`src/rtl/rsc_pkg.sv`:
```
package rsc_pkg;
  typedef enum logic [2:0] {
    ST_IDLE = 3'd0,
    ST_CAL  = 3'd1,
    ST_FSON = 3'd2,
    ST_RX   = 3'd3,
    ST_TX   = 3'd4
  } rsc_state_e;

  typedef enum logic [2:0] {
    CMD_NONE,
    CMD_FSON,
    CMD_CAL,
    CMD_RX,
    CMD_TX,
    CMD_IDLE
  } rsc_cmd_e;

  // Map a qualified strobe byte onto an internal command.
  function automatic rsc_cmd_e decode_strobe(input logic valid, input logic [7:0] code);
    rsc_cmd_e c;
    c = CMD_NONE;
    if (valid) begin
      case (code)
        8'h00:   c = CMD_FSON;
        8'h01:   c = CMD_CAL;
        8'h02:   c = CMD_RX;
        8'h03:   c = CMD_TX;
        8'h04:   c = CMD_IDLE;
        default: c = CMD_NONE;
      endcase
    end
    return c;
  endfunction

  // Transmit from receive is allowed unless clear-channel gating blocks it.
  function automatic logic tx_permitted(input logic cca_on, input logic clear);
    return !cca_on || clear;
  endfunction
endpackage

```
`src/rtl/rsc_cal_timer.sv`:
```
module rsc_cal_timer #(
  parameter int CAL_CYCLES = 16
) (
  input  logic clk,
  input  logic rst_n,
  input  logic run,
  output logic done
);
  localparam int CW = (CAL_CYCLES > 1) ? $clog2(CAL_CYCLES) : 1;
  localparam logic [CW-1:0] LAST = CW'(CAL_CYCLES - 1);

  logic [CW-1:0] cnt;

  assign done = run && (cnt == LAST);

  always_ff @(posedge clk or negedge rst_n) begin
    if (!rst_n)            cnt <= '0;
    else if (run && !done) cnt <= cnt + 1'b1;
    else                   cnt <= '0;
  end
endmodule

```
`src/rtl/rsc_next_state.sv`:
```
module rsc_next_state
  import rsc_pkg::*;
(
  input  rsc_state_e state,
  input  rsc_cmd_e   cmd,
  input  logic       autocal_en,
  input  logic       cca_en,
  input  logic       chan_clear,
  input  logic       cal_done,
  input  rsc_state_e cal_target,
  output rsc_state_e next_state,
  output rsc_state_e next_target
);
  // Leave idle toward dest, calibrating first when asked to.
  function automatic rsc_state_e from_idle(input logic ac, input rsc_state_e dest);
    return ac ? ST_CAL : dest;
  endfunction

  always_comb begin
    next_state  = state;
    next_target = cal_target;
    case (state)
      ST_IDLE: begin
        case (cmd)
          CMD_FSON: begin next_state = from_idle(autocal_en, ST_FSON); next_target = ST_FSON; end
          CMD_RX:   begin next_state = from_idle(autocal_en, ST_RX);   next_target = ST_RX;   end
          CMD_TX:   begin next_state = from_idle(autocal_en, ST_TX);   next_target = ST_TX;   end
          CMD_CAL:  begin next_state = ST_CAL;                          next_target = ST_IDLE; end
          default:  ;
        endcase
      end
      ST_CAL: begin
        if (cmd == CMD_IDLE) next_state = ST_IDLE;
        else if (cal_done)   next_state = cal_target;
      end
      ST_FSON: begin
        case (cmd)
          CMD_RX:   next_state = ST_RX;
          CMD_TX:   next_state = ST_TX;
          CMD_IDLE: next_state = ST_IDLE;
          default:  ;
        endcase
      end
      ST_RX: begin
        case (cmd)
          CMD_TX:   if (tx_permitted(cca_en, chan_clear)) next_state = ST_TX;
          CMD_FSON: next_state = ST_FSON;
          CMD_IDLE: next_state = ST_IDLE;
          default:  ;
        endcase
      end
      ST_TX: begin
        case (cmd)
          CMD_RX:   next_state = ST_RX;
          CMD_FSON: next_state = ST_FSON;
          CMD_IDLE: next_state = ST_IDLE;
          default:  ;
        endcase
      end
      default: next_state = ST_IDLE;
    endcase
  end
endmodule

```
`src/rtl/rsc_out_map.sv`:
```
module rsc_out_map
  import rsc_pkg::*;
(
  input  rsc_state_e state,
  output logic       synth_en,
  output logic       rx_en,
  output logic       tx_en
);
  always_comb begin
    synth_en = 1'b0;
    rx_en    = 1'b0;
    tx_en    = 1'b0;
    case (state)
      ST_CAL, ST_FSON: synth_en = 1'b1;
      ST_RX:   begin synth_en = 1'b1; rx_en = 1'b1; end
      ST_TX:   begin synth_en = 1'b1; tx_en = 1'b1; end
      default: ;
    endcase
  end
endmodule

```
`src/rtl/radio_strobe_ctrl.sv`:
```
module radio_strobe_ctrl
  import rsc_pkg::*;
#(
  parameter int CAL_CYCLES = 16
) (
  input  logic       clk,
  input  logic       rst_n,
  input  logic       strobe_valid,
  input  logic [7:0] strobe_code,
  input  logic       autocal_en,
  input  logic       cca_en,
  input  logic       chan_clear,
  output logic [2:0] state_o,
  output logic       synth_en,
  output logic       rx_en,
  output logic       tx_en
);
  rsc_state_e state, next_state, cal_target, next_target;
  rsc_cmd_e   cmd_in, eff_cmd, pend_cmd;
  logic       pend_v;
  logic       cal_done;
  logic       in_cal;

  assign in_cal = (state == ST_CAL);
  assign cmd_in = decode_strobe(strobe_valid, strobe_code);

  // A strobe latched during calibration is replayed once calibration ends; a fresh one wins.
  assign eff_cmd = (!in_cal && pend_v && cmd_in == CMD_NONE) ? pend_cmd : cmd_in;

  rsc_cal_timer #(.CAL_CYCLES(CAL_CYCLES)) u_timer (
    .clk   (clk),
    .rst_n (rst_n),
    .run   (in_cal),
    .done  (cal_done)
  );

  rsc_next_state u_next (
    .state       (state),
    .cmd         (eff_cmd),
    .autocal_en  (autocal_en),
    .cca_en      (cca_en),
    .chan_clear  (chan_clear),
    .cal_done    (cal_done),
    .cal_target  (cal_target),
    .next_state  (next_state),
    .next_target (next_target)
  );

  rsc_out_map u_out (
    .state    (state),
    .synth_en (synth_en),
    .rx_en    (rx_en),
    .tx_en    (tx_en)
  );

  always_ff @(posedge clk or negedge rst_n) begin
    if (!rst_n) begin
      state      <= ST_IDLE;
      cal_target <= ST_IDLE;
    end else begin
      state      <= next_state;
      cal_target <= next_target;
    end
  end

  always_ff @(posedge clk or negedge rst_n) begin
    if (!rst_n) begin
      pend_v   <= 1'b0;
      pend_cmd <= CMD_NONE;
    end else if (in_cal) begin
      if (cmd_in == CMD_IDLE) begin
        pend_v <= 1'b0;
      end else if (cmd_in != CMD_NONE) begin
        pend_v   <= 1'b1;
        pend_cmd <= cmd_in;
      end
    end else begin
      pend_v <= 1'b0;
    end
  end

  assign state_o = state;
endmodule

```
`config.mk`:
```
export PLATFORM = sky130hd
export DESIGN_NAME = radio_strobe_ctrl
export DESIGN_NICKNAME = d
export VERILOG_FILES = /design/src/rtl/rsc_pkg.sv /design/src/rtl/rsc_cal_timer.sv /design/src/rtl/rsc_next_state.sv /design/src/rtl/rsc_out_map.sv /design/src/rtl/radio_strobe_ctrl.sv
export SDC_FILE = /design/constraint.sdc
export NUM_CORES = 1
export LEC_CHECK = 0
export ABC_CLOCK_PERIOD_IN_PS = 6300
export BUFFER_PORTS_ARGS = -buffer_cell sky130_fd_sc_hd__buf_4
export CAP_MARGIN = 5
export CORE_ASPECT_RATIO = 1.5
export CORE_MARGIN = 3
export CORE_UTILIZATION = 50
export CTS_BUF_LIST = sky130_fd_sc_hd__clkbuf_16
export DETAILED_ROUTE_END_ITERATION = 16
export GPL_ROUTABILITY_DRIVEN = 0
export PLACE_DENSITY = 0.83
export SETUP_SLACK_MARGIN = 0.5
export SLEW_MARGIN = 20
export SYNTH_ARGS = -nofsm -noshare
export SYNTH_HDL_FRONTEND = slang
export SYNTH_SLANG_ARGS = --single-unit
```
`constraint.sdc`:
```
create_clock -name clk -period 6.3 [get_ports clk]
set_input_delay 0.63 -clock clk [delete_from_list [all_inputs] [get_ports clk]]
set_output_delay 0.63 -clock clk [all_outputs]
set_load 0.03 [all_outputs]
```
==> results.md, run 1 <==
- PwrDens: 400 nW/um2
- Post-synth top flop: dfrtp_1
- Seq/Total Area, Yosys: 32.5%
- Yosys top cell area share: 32.5%
- Average wire per standard cell: 17.3 um
- # rows: 20
- Yosys warnings: 0
- Cts hold-fix bufs: 0
- Vias per inst: 6.70
- Area growth syn-to-layout: 20.3%
- VDD IR max: 0.215 mV
- Seq cells post-synth: 14
- Initial core utilization: 53.1%
- Min Tclk post-route: 2870 ps
- Main area contributors after synthesis: dfrtp_1 (33%), nor2_1 (5.2%), o21ai_0 (5.1%), a21oi_1 (4.2%), nand3_1 (2.8%)
- Crit path DAT: 3040 ps
- Status: finished, final reports clean
- Gate Count Post-Synth: 129
- Final setup fails: 0
- Finished Layout Cells: 168
- FFs w/ async S/R, synth: 100%
- Skew final: 1.18 ps
- DRC viols: 0
- Total GRT Usage: 23.9%
- Initial DRC count: 53
- Leakage: 0.000525 uW
- WL final: 2900 um
- CTS buffer count: 3
- Setup crit start kind: input pin
- Root Buffer: clkbuf_16
- Final setup margin: 3430 ps
- RSZ-0062 raised after global routing: false
- Clock-pin slew on the worst setup and hold paths: 50 ps
- CP Cell Sequence: buf_4 -> or4_4 -> nor2_1 -> a22o_1 -> a21oi_1 -> o32ai_1 -> nand3_1 -> mux2i_1
- CP Data Required Time: 6470 ps
- Pre-CTS worst setup slack: 3240 ps
- Worst-skew pair later-pin latency: 240 ps
- Vias in the first global route: 1135
- Tcrit/Tclk final: 45.6%
- Clock buffer depth: 2
- Final ANT Viol Nets: 0
- IO Pins: 20
- Clock sink total: 14
- Fin Setup TNS: 0 ps
- Overall Power: 518 uW
- Slew Limit Fails: 0
- DPL Wire Length: 2110 um
- DR vias: 1126
- # H-tree levels: 1
- Maximum number of pins on one net before global-route repair: 17
- Design Area, Final: 1300 um2
- Fmax: 348 MHz
- Initial antenna violation count: 0
- Die Span Y: 62.9 um
- Post-Syn Area: 1080 um2
- Dominant cell type by area after synthesis: dfrtp_1
- Number of nets in the layout: 162
- Die area: 2760 um2
- Buf/Inv on CP: 1
- IO Port Bufs: 19
- Core box area: 2030 um2
- N_diodes: 0
- Kind of critical path: input pin to flip-flop
- Worst-margin pin slew: 696 ps
- Slowest CP cell: or4_4
- Share of cells above drive strength 1: 21.9%
- Die width: 43.9 um
- Min-delay worst type: input pin to asynchronous set/reset pin
- Synth cell types: 48
- Synthesized area per cell: 8.35 um2
- First-pass GRT wire length: 5060 um
- Worst path top cell family by delay: compound AO/OA/AOI/OAI gates
- Gr ovfl total: 0
- Final Hold Vio Count: 0
- Drt first pass iters: 4
- Net Count, Synth: 144
- EDFF count, synth: 0
- Worst Path Max Fanout: 12
- Setup crit end kind: flip-flop
- Max incr delay on CP: 560 ps
- Max-cap violations: 0
- Post-DP Area: 1220 um2
- Cts repair resizes: 0
- Slew headroom: 53.1%
- Setup bufs post-CTS: 0
- Inst Count DP: 164
- CTS tree: built
[per-stage QoR]
step | utilization, % | hold slack [ps]
after floorplan | - | 334
after global placement | 60.1 | 457
after detailed placement | 60.1 | 466
after CTS | 64.0 | 232
after global routing | 64.0 | 238
final | 64.0 | 229
[cells by family after synthesis]
kind of cell / count (synthesis) / synth area share, %
compound gates: 50 / 33.2
xor+xnor: 2 / 1.63
fa+ha+maj: 1 / 1.16
buf+inv: 10 / 4.18
flops: 14 / 32.5
mux: 2 / 1.86
simple gates: 50 / 25.4
[cells in the final DEF (no fill, tap or decap), drive strengths merged, types with 2 or more instances in the layout]
| cell | n |
|---|---|
| o21a | 2 |
| a211oi | 3 |
| o21ai | 15 |
| or3 | 2 |
| nor4 | 2 |
| dfrtp | 14 |
| nor2b | 3 |
| or2 | 3 |
| nand2b | 3 |
| o31ai | 2 |
| inv | 4 |
| nand2 | 5 |
| nor3 | 5 |
| mux2i | 2 |
| a31oi | 3 |
| a22oi | 3 |
| clkbuf | 3 |
| buf | 19 |
| and2 | 2 |
| nor2 | 15 |
| a21oi | 9 |
| nand3 | 6 |
[cell usage after synthesis, types with 2 or more instances]
master,n
nor3_2,2
a31oi_1,3
clkbuf_1,5
nor2b_1,3
nor4_1,2
o31ai_1,2
or2_2,2
o21ai_0,11
nor3_1,3
mux2i_1,2
nand3_1,6
and2_1,2
nand2b_1,3
a211oi_1,2
nor2_1,15
a22oi_1,2
dfrtp_1,14
inv_1,4
nand2_1,5
o21a_1,2
o21ai_1,4
a21oi_1,9
[state kept, by name, indices dropped and copies added, names as in the netlist]
name / cells
pend_cmd: 3
cal_target: 3
state_o: 3
u_timer.cnt: 4
pend_v: 1
[final timing paths]
check	slack (ps)	endpoint	start	cells past startpoint
worst max-delay path	3430	state_o[1]$_DFFE_PN0P_	strobe_code[3]	8
worst min-delay path	230	u_timer.cnt[3]$_DFF_PN0_	rst_n	1
worst max register to register	3550	state_o[1]$_DFFE_PN0P_	state_o[0]$_DFFE_PN0P_	7
worst min register to register	470	u_timer.cnt[0]$_DFF_PN0_	u_timer.cnt[0]$_DFF_PN0_	1
max in group asynchronous	5890	u_timer.cnt[1]$_DFF_PN0_	rst_n	1
min in group clk	470	u_timer.cnt[0]$_DFF_PN0_	u_timer.cnt[0]$_DFF_PN0_	1
[layout make-up]
| type | count | area [um2] |
|---|---|---|
| fillers | 176 | 731 |
| flip-flops and latches | 14 | 350 |
| repair buffers | 19 | 143 |
| well taps | 22 | 27.5 |
| clock inverters | 1 | 3.75 |
| multi-input cells | 105 | 682 |
| clock buffers | 3 | 75.1 |
| inverters | 4 | 15.0 |
[where the power goes]
group          switching, uW  internal (uW)  total (uW)
Sequential              36.8            110         146
Clock                   38.0           84.0         122
Combinational            153           97.0         250
[worst register-to-register path: stages (launching register included)]
cell and delay, ps:
dfrtp_1 550, or3b_1 550, a31oi_1 350, a211o_1 350, o21ai_0 140, a311o_1 410
nor2b_1 160, mux2i_1 130
[per-layer routing]
layer | global-route usage, % | wire length [um] | vias up
li1 | - | - | 522
met1 | 26.1 | 1030 | 528
met2 | 41.4 | 1540 | 61
met3 | 3.46 | 178 | 15
met4 | 14.0 | 152 | 0
met5 | 0 | 0 | -
Note: power is estimated with default switching activity, not from simulation.
==> run 2, diff against run 1 <==
Settings changed: ABC_CLOCK_PERIOD_IN_PS 6300 to 3000.
Clock period 6.3 ns to 3 ns, I/O delays scaled along.
==> run 2 against run 1 <==
  * First-iteration DRC count decreased by 5.7%
  * Total power grew 110%
  * Worst hold slack improved by 42 ps
  * Via count increased by 1.3%
  * Critical path type is now flip-flop to flip-flop
  * Count of clock-buffer cells in the layout stayed put
  * Clock skew down 0.79 ps
  * Final area rose by 5.9%
  * Clock power up 110%
==> results.md, run 2 (same netlist as run 1, synthesis figures left out) <==
- Setup crit end kind: flip-flop
- Final Util: 67.7% (+3.8 points)
- Tcrit/Tclk final: 80.0%
- Clock-pin slew on the worst setup and hold paths: 50 ps (about the same)
- Max-cap violations: 0 (unchanged)
- Slew headroom: 51.7% (-1.4 points)
- DPL Wire Length: 2100 um (-0.39%)
- RSZ-0062 raised after global routing: false
- Average wire per standard cell: 18.2 um (+5.2%)
- Skew final: 0.394 ps (-0.790 ps)
- IO Port Bufs: 19 (unchanged)
- Initial DRC count: 50 (-5.7%)
- Kind of critical path: flip-flop to flip-flop
- Gr ovfl total: 0 (unchanged)
- Die width: 43.9 um (unchanged)
- Worst Path Max Fanout: 12 (unchanged)
- Final ANT Viol Nets: 0 (unchanged)
- Fmax: 417 MHz
- Status: finished, final reports clean
- CP Data Required Time: 3120 ps (-3350 ps)
- Buf/Inv on CP: 0 (-1)
- Setup crit start kind: flip-flop
- CP Cell Sequence: or3b_4 -> nand3_1 -> a2bb2oi_4 -> o21ai_0 -> a311o_1 -> nor2b_1 -> mux2i_1
- Min Tclk post-route: 2400 ps
- Leakage: 0.000554 uW (+5.6%)
- Reg with most FFs: u_timer.cnt
- Crit path DAT: 2520 ps (-520 ps)
- # fillers: 157 (-11%)
- Min-delay worst type: input pin to flip-flop
- First-pass GRT wire length: 4600 um (-9.3%)
- Final Hold Vio Count: 0 (unchanged)
- Die Span Y: 62.9 um (unchanged)
- Number of nets in the layout: 167 (+3.1%)
- Vias in the first global route: 1061 (-6.5%)
- Seq. cell area: 353 um2 (+0.71%)
- Die area: 2760 um2 (unchanged)
- CTS buffer count: 3 (unchanged)
- Commonest non-fill, non-tap cell in the layout: buf_4
- Initial core utilization: 53.1% (unchanged)
- Vias per inst: 6.63 (-1.0%)
- Core box area: 2030 um2 (unchanged)
- CTS tree: built
- # H-tree levels: 1 (unchanged)
- Fin Setup TNS: 0 ps (unchanged)
- IO Pins: 20 (unchanged)
- Area growth syn-to-layout: 27.4%
- Inst Count DP: 167 (+1.8%)
- Total GRT Usage: 21.8% (-2.1 points)
- Initial antenna violation count: 0 (unchanged)
- Worst-skew pair later-pin latency: 240 ps (about the same)
- Multi-input gate area: 719 um2 (+5.5%)
- Finished Layout Cells: 172 (+2.4%)
- Clock sink total: 14 (unchanged)
- WL final: 3120 um (+7.7%)
- Drt first pass iters: 4 (unchanged)
- Root Buffer: clkbuf_16
- Clock buffer depth: 2 (unchanged)
- Worst-margin pin slew: 716 ps (+20.8 ps)
- VDD IR max: 0.438 mV (+100%)
- DR vias: 1141 (+1.3%)
- PwrDens: 804 nW/um2 (+100%)
- # rows: 20 (unchanged)
- Max FFs per register: 4 (unchanged)
- Worst path top cell family by delay: simple AND/OR/NAND/NOR gates
- Slew Limit Fails: 0 (unchanged)
- DRC viols: 0 (unchanged)
- Share of cells above drive strength 1: 29.3% (+7.4 points)
- Final setup fails: 0 (unchanged)
- Maximum number of pins on one net before global-route repair: 16 (-1)
- N_diodes: 0 (unchanged)
- Slowest CP cell: or3b_4
- Max incr delay on CP: 500 ps (-60 ps)
- Most frequent cells in the layout: buf_4 (23), nor2_1 (14), dfrtp_1 (12), o21ai_0 (11), a21oi_1 (9)
run 2: cell count changes in the layout (fill, tap and decap cells not counted), sizes merged:
cell	before	now
buf	19	23
clkinv	1	0
dlygate4sd3	0	1
run 2: layout make-up:
type                            count  share of cell area [%]
Tap cell                           22                    2.01
Clock buffer                        3                    5.47
Sequential cell                    14                    25.7
Multi-Input combinational cell    105                    52.4
Timing Repair Buffer               24                    13.3
Inverter                            4                    1.09
run 2: metrics by stage:
stage	cell area [um2]	worst slack (ps)	total power (uW)	hold slack, ps
CTS	1330	543	1090	276
global route	1370	496	1160	298
detailed placement	1240	309	819	162
finish	1370	599	1100	271
global placement	1240	370	800	159
floorplan	1080	558	665	4.41
run 2: power by group:
part | total, uW | internal (uW) | leakage, uW | switching (uW)
Clock | 253 | 175 | 0.0000370 | 78.5
Combinational | 555 | 222 | 0.000346 | 334
Sequential | 295 | 234 | 0.000171 | 61.1
Total | 1100 | 630 | 0.000554 | 473
run 2: metal layers:
metal / part of all wire, % / global-route usage, % / vias up / wire length (um)
met5: 0 / 0 / - / 0
met1: 35 / 22.9 / 537 / 1080
met3: 7.0 / 4.03 / 9 / 218
li1: - / - / 533 / -
met4: 2.6 / 8.68 / 0 / 82
met2: 56 / 40.0 / 62 / 1740
run 2: worst paths after layout:
check | cells past startpoint | from | to | slack [ps]
max | 7 | state_o[1]$_DFFE_PN0P_ | state_o[1]$_DFFE_PN0P_ | 600
min | 2 | strobe_code[0] | pend_cmd[0]$_DFFE_PN0P_ | 270
max reg2reg | 7 | state_o[1]$_DFFE_PN0P_ | state_o[1]$_DFFE_PN0P_ | 600
min reg2reg | 1 | u_timer.cnt[0]$_DFF_PN0_ | u_timer.cnt[0]$_DFF_PN0_ | 460
max in group asynchronous | 2 | rst_n | state_o[0]$_DFFE_PN0P_ | 2370
min in group asynchronous | 2 | rst_n | cal_target[0]$_DFFE_PN0P_ | 440
run 2: worst reg2reg max path: cells and delay by family (launching register included):
kind             cells  cell delay, ps
AND/OR/NAND/NOR      3             880
AO/OA/AOI/OAI        3             780
flip-flops           1             480
multiplexers         1             130
run 2: timing repair:
item                                    4_1_cts  5_1_grt
hold endpoints to repair                     14        0
pin swaps                                     0        1
gates resized for setup                       4        6
setup buffers                                 0        1
endpoints found under the setup margin        3        2
hold buffers                                  1        0
==> run 3, diff against run 2 <==
Settings changed: ABC_CLOCK_PERIOD_IN_PS 3000 to 2420.
Clock period 3 ns to 2.42 ns, I/O delays scaled along.
==> run 3 against run 2 <==
  * Setup slack got worse by 360 ps
  * Core utilization up 13 points
  * Critical path depth grew 1
  * Sequential power is 10% higher
  * Final cell count grew 9.9%
  * Clock skew is 3.9 ps higher
  * Global-route usage grew 6.3 points
  * Sequential share of layout area fell by 4.1 points
  * Non-clock buffer count rose by 16
  * Largest power group unchanged
==> results.md, run 3 (same netlist as run 1, synthesis figures left out) <==
- Status: finished, final reports clean
- Final ANT Viol Nets: 0 (unchanged)
- Leakage: 0.000657 uW (+19%)
- N_diodes: 0 (unchanged)
- Drt first pass iters: 4 (unchanged)
- Max incr delay on CP: 580 ps (+80 ps)
- WL final: 3590 um (+15%)
- # H-tree levels: 1 (unchanged)
- Worst-margin pin slew: 776 ps (+59.2 ps)
- Die width: 43.9 um (unchanged)
- Root Buffer: clkbuf_16
- Die Span Y: 62.9 um (unchanged)
- Fmax: 459 MHz
- Maximum number of pins on one net before global-route repair: 16 (unchanged)
- Crit path DAT: 2310 ps (-210 ps)
- # rows: 20 (unchanged)
- Clock sink total: 14 (unchanged)
- Final setup fails: 0 (unchanged)
- Pre-CTS worst setup slack: -45.0 ps (-354 ps)
- Max-cap violations: 0 (unchanged)
- Commonest non-fill, non-tap cell in the layout: buf_4
- Worst-skew pair later-pin latency: 250 ps (about the same)
- Max FFs per register: 4 (unchanged)
- Setup crit start kind: input pin
- First-pass GRT wire length: 5950 um (+29%)
- Reg with most FFs: u_timer.cnt
- CTS tree: built
- Core box area: 2030 um2 (unchanged)
- CP Cell Sequence: buf_6 -> or4_4 -> or3_4 -> a22oi_4 -> nor3_4 -> a311o_1 -> nor2b_2 -> mux2i_1
- Vias in the first global route: 1323 (+25%)
- Clock buffer depth: 2 (unchanged)
- Initial DRC count: 40 (-20%)
- Slew Limit Fails: 0 (unchanged)
- Skew final: 4.31 ps (+3.91 ps)
- DRC viols: 0 (unchanged)
- Most frequent cells in the layout: buf_4 (36), nor2_1 (12), dfrtp_1 (11), a21oi_1 (9), o21ai_0 (8)
- Area growth syn-to-layout: 52.1%
- Inst Count DP: 177 (+6.0%)
- Initial antenna violation count: 0 (unchanged)
- Average wire per standard cell: 19.0 um (+4.8%)
- DR vias: 1245 (+9.1%)
- RSZ-0062 raised after global routing: true
- Clock-pin slew on the worst setup and hold paths: 50 ps (about the same)
- Slew headroom: 47.7% (-4.0 points)
- Total GRT Usage: 28.1% (+6.3 points)
- Setup crit end kind: flip-flop
- IO Pins: 20 (unchanged)
- PwrDens: 953 nW/um2 (+19%)
- Share of cells above drive strength 1: 44.3% (+15 points)
- Finished Layout Cells: 189 (+9.9%)
- Kind of critical path: input pin to flip-flop
- Min Tclk post-route: 2180 ps
- Gr ovfl total: 0 (unchanged)
- Slowest CP cell: or4_4
- CTS buffer count: 3 (unchanged)
- IO Port Bufs: 19 (unchanged)
- Final Hold Vio Count: 0 (unchanged)
- Initial core utilization: 53.1% (unchanged)
- Overall Power: 1560 uW (+42%)
- Die area: 2760 um2 (unchanged)
- Final setup margin: 243 ps (-357 ps)
- CP Data Required Time: 2550 ps (-570 ps)
- Number of nets in the layout: 183 (+9.6%)
- Tcrit/Tclk final: 90.0%
- Worst path top cell family by delay: simple AND/OR/NAND/NOR gates
- DPL Wire Length: 2380 um (+13%)
- Worst Path Max Fanout: 5 (-7)
- Buf/Inv on CP: 1 (+1)
- Min-delay worst type: input pin to flip-flop
- Vias per inst: 6.59 (-0.70%)
- VDD IR max: 0.688 mV (+57%)
## run 3: cell types whose count changed in the layout (fill, tap and decap cells not counted), moves of 2 or more
cell / delta
buf_4: +13
buf_6: +3
nand3_1: -2
nand3_2: +2
nor2_1: -2
nor4_1: -2
nor4_4: +2
o21ai_0: -3
o21ai_1: +2
o31ai_1: -2
## run 3: worst paths after layout
check / start / endpoint / slack [ps] / cells past startpoint
setup / recovery: strobe_code[3] / state_o[1]$_DFFE_PN0P_ / 240 / 8
hold reg to reg: u_timer.cnt[0]$_DFF_PN0_ / u_timer.cnt[0]$_DFF_PN0_ / 480 / 1
setup reg to reg: state_o[1]$_DFFE_PN0P_ / state_o[1]$_DFFE_PN0P_ / 240 / 7
min in group asynchronous: rst_n / pend_cmd[2]$_DFFE_PN0P_ / 380 / 2
max in group asynchronous: rst_n / state_o[0]$_DFFE_PN0P_ / 1840 / 2
hold / removal: strobe_code[0] / pend_cmd[0]$_DFFE_PN0P_ / 210 / 2
## run 3: timing repair
item                                    4_1_cts  5_1_grt
endpoints found under the hold margin        14        0
setup buffers                                 5        2
gates resized for setup                      16       13
endpoints found under the setup margin       10       10
pin swaps                                     3        4
hold buffers                                  1        0
## run 3: metal layers
layer	track usage (%)	share of wire, %	vias up	routed length (um)
li1	-	-	564	-
met1	30.0	37	600	1320
met2	49.6	54	63	1950
met3	4.32	4.6	18	164
met4	15.5	4.2	0	152
met5	0	0	-	0
## run 3: power breakdown
part / switching (uW) / internal (uW)
registers: 35.3 / 290
clock network: 111 / 220
logic: 528 / 379
total: 674 / 889
## run 3: cell type report
type	count	area (um2)
Timing Repair Buffer	40	314
Fill cell	113	388
Clock buffer	3	75.1
Sequential cell	14	354
Tap cell	22	27.5
Multi-Input combinational cell	105	850
Clock inverter	1	3.75
Inverter	4	15.0
## run 3: per-stage QoR
stage	util (%)	hold slack, ps	instance area, um2	TNS, ps
CTS	77.3	214	1570	0
floorplan	-	-53.6	1130	0
detailed placement	67.1	105	1360	-45.0
global placement	67.1	101	1360	0
global route	80.9	246	1640	0
finish	80.9	213	1640	0
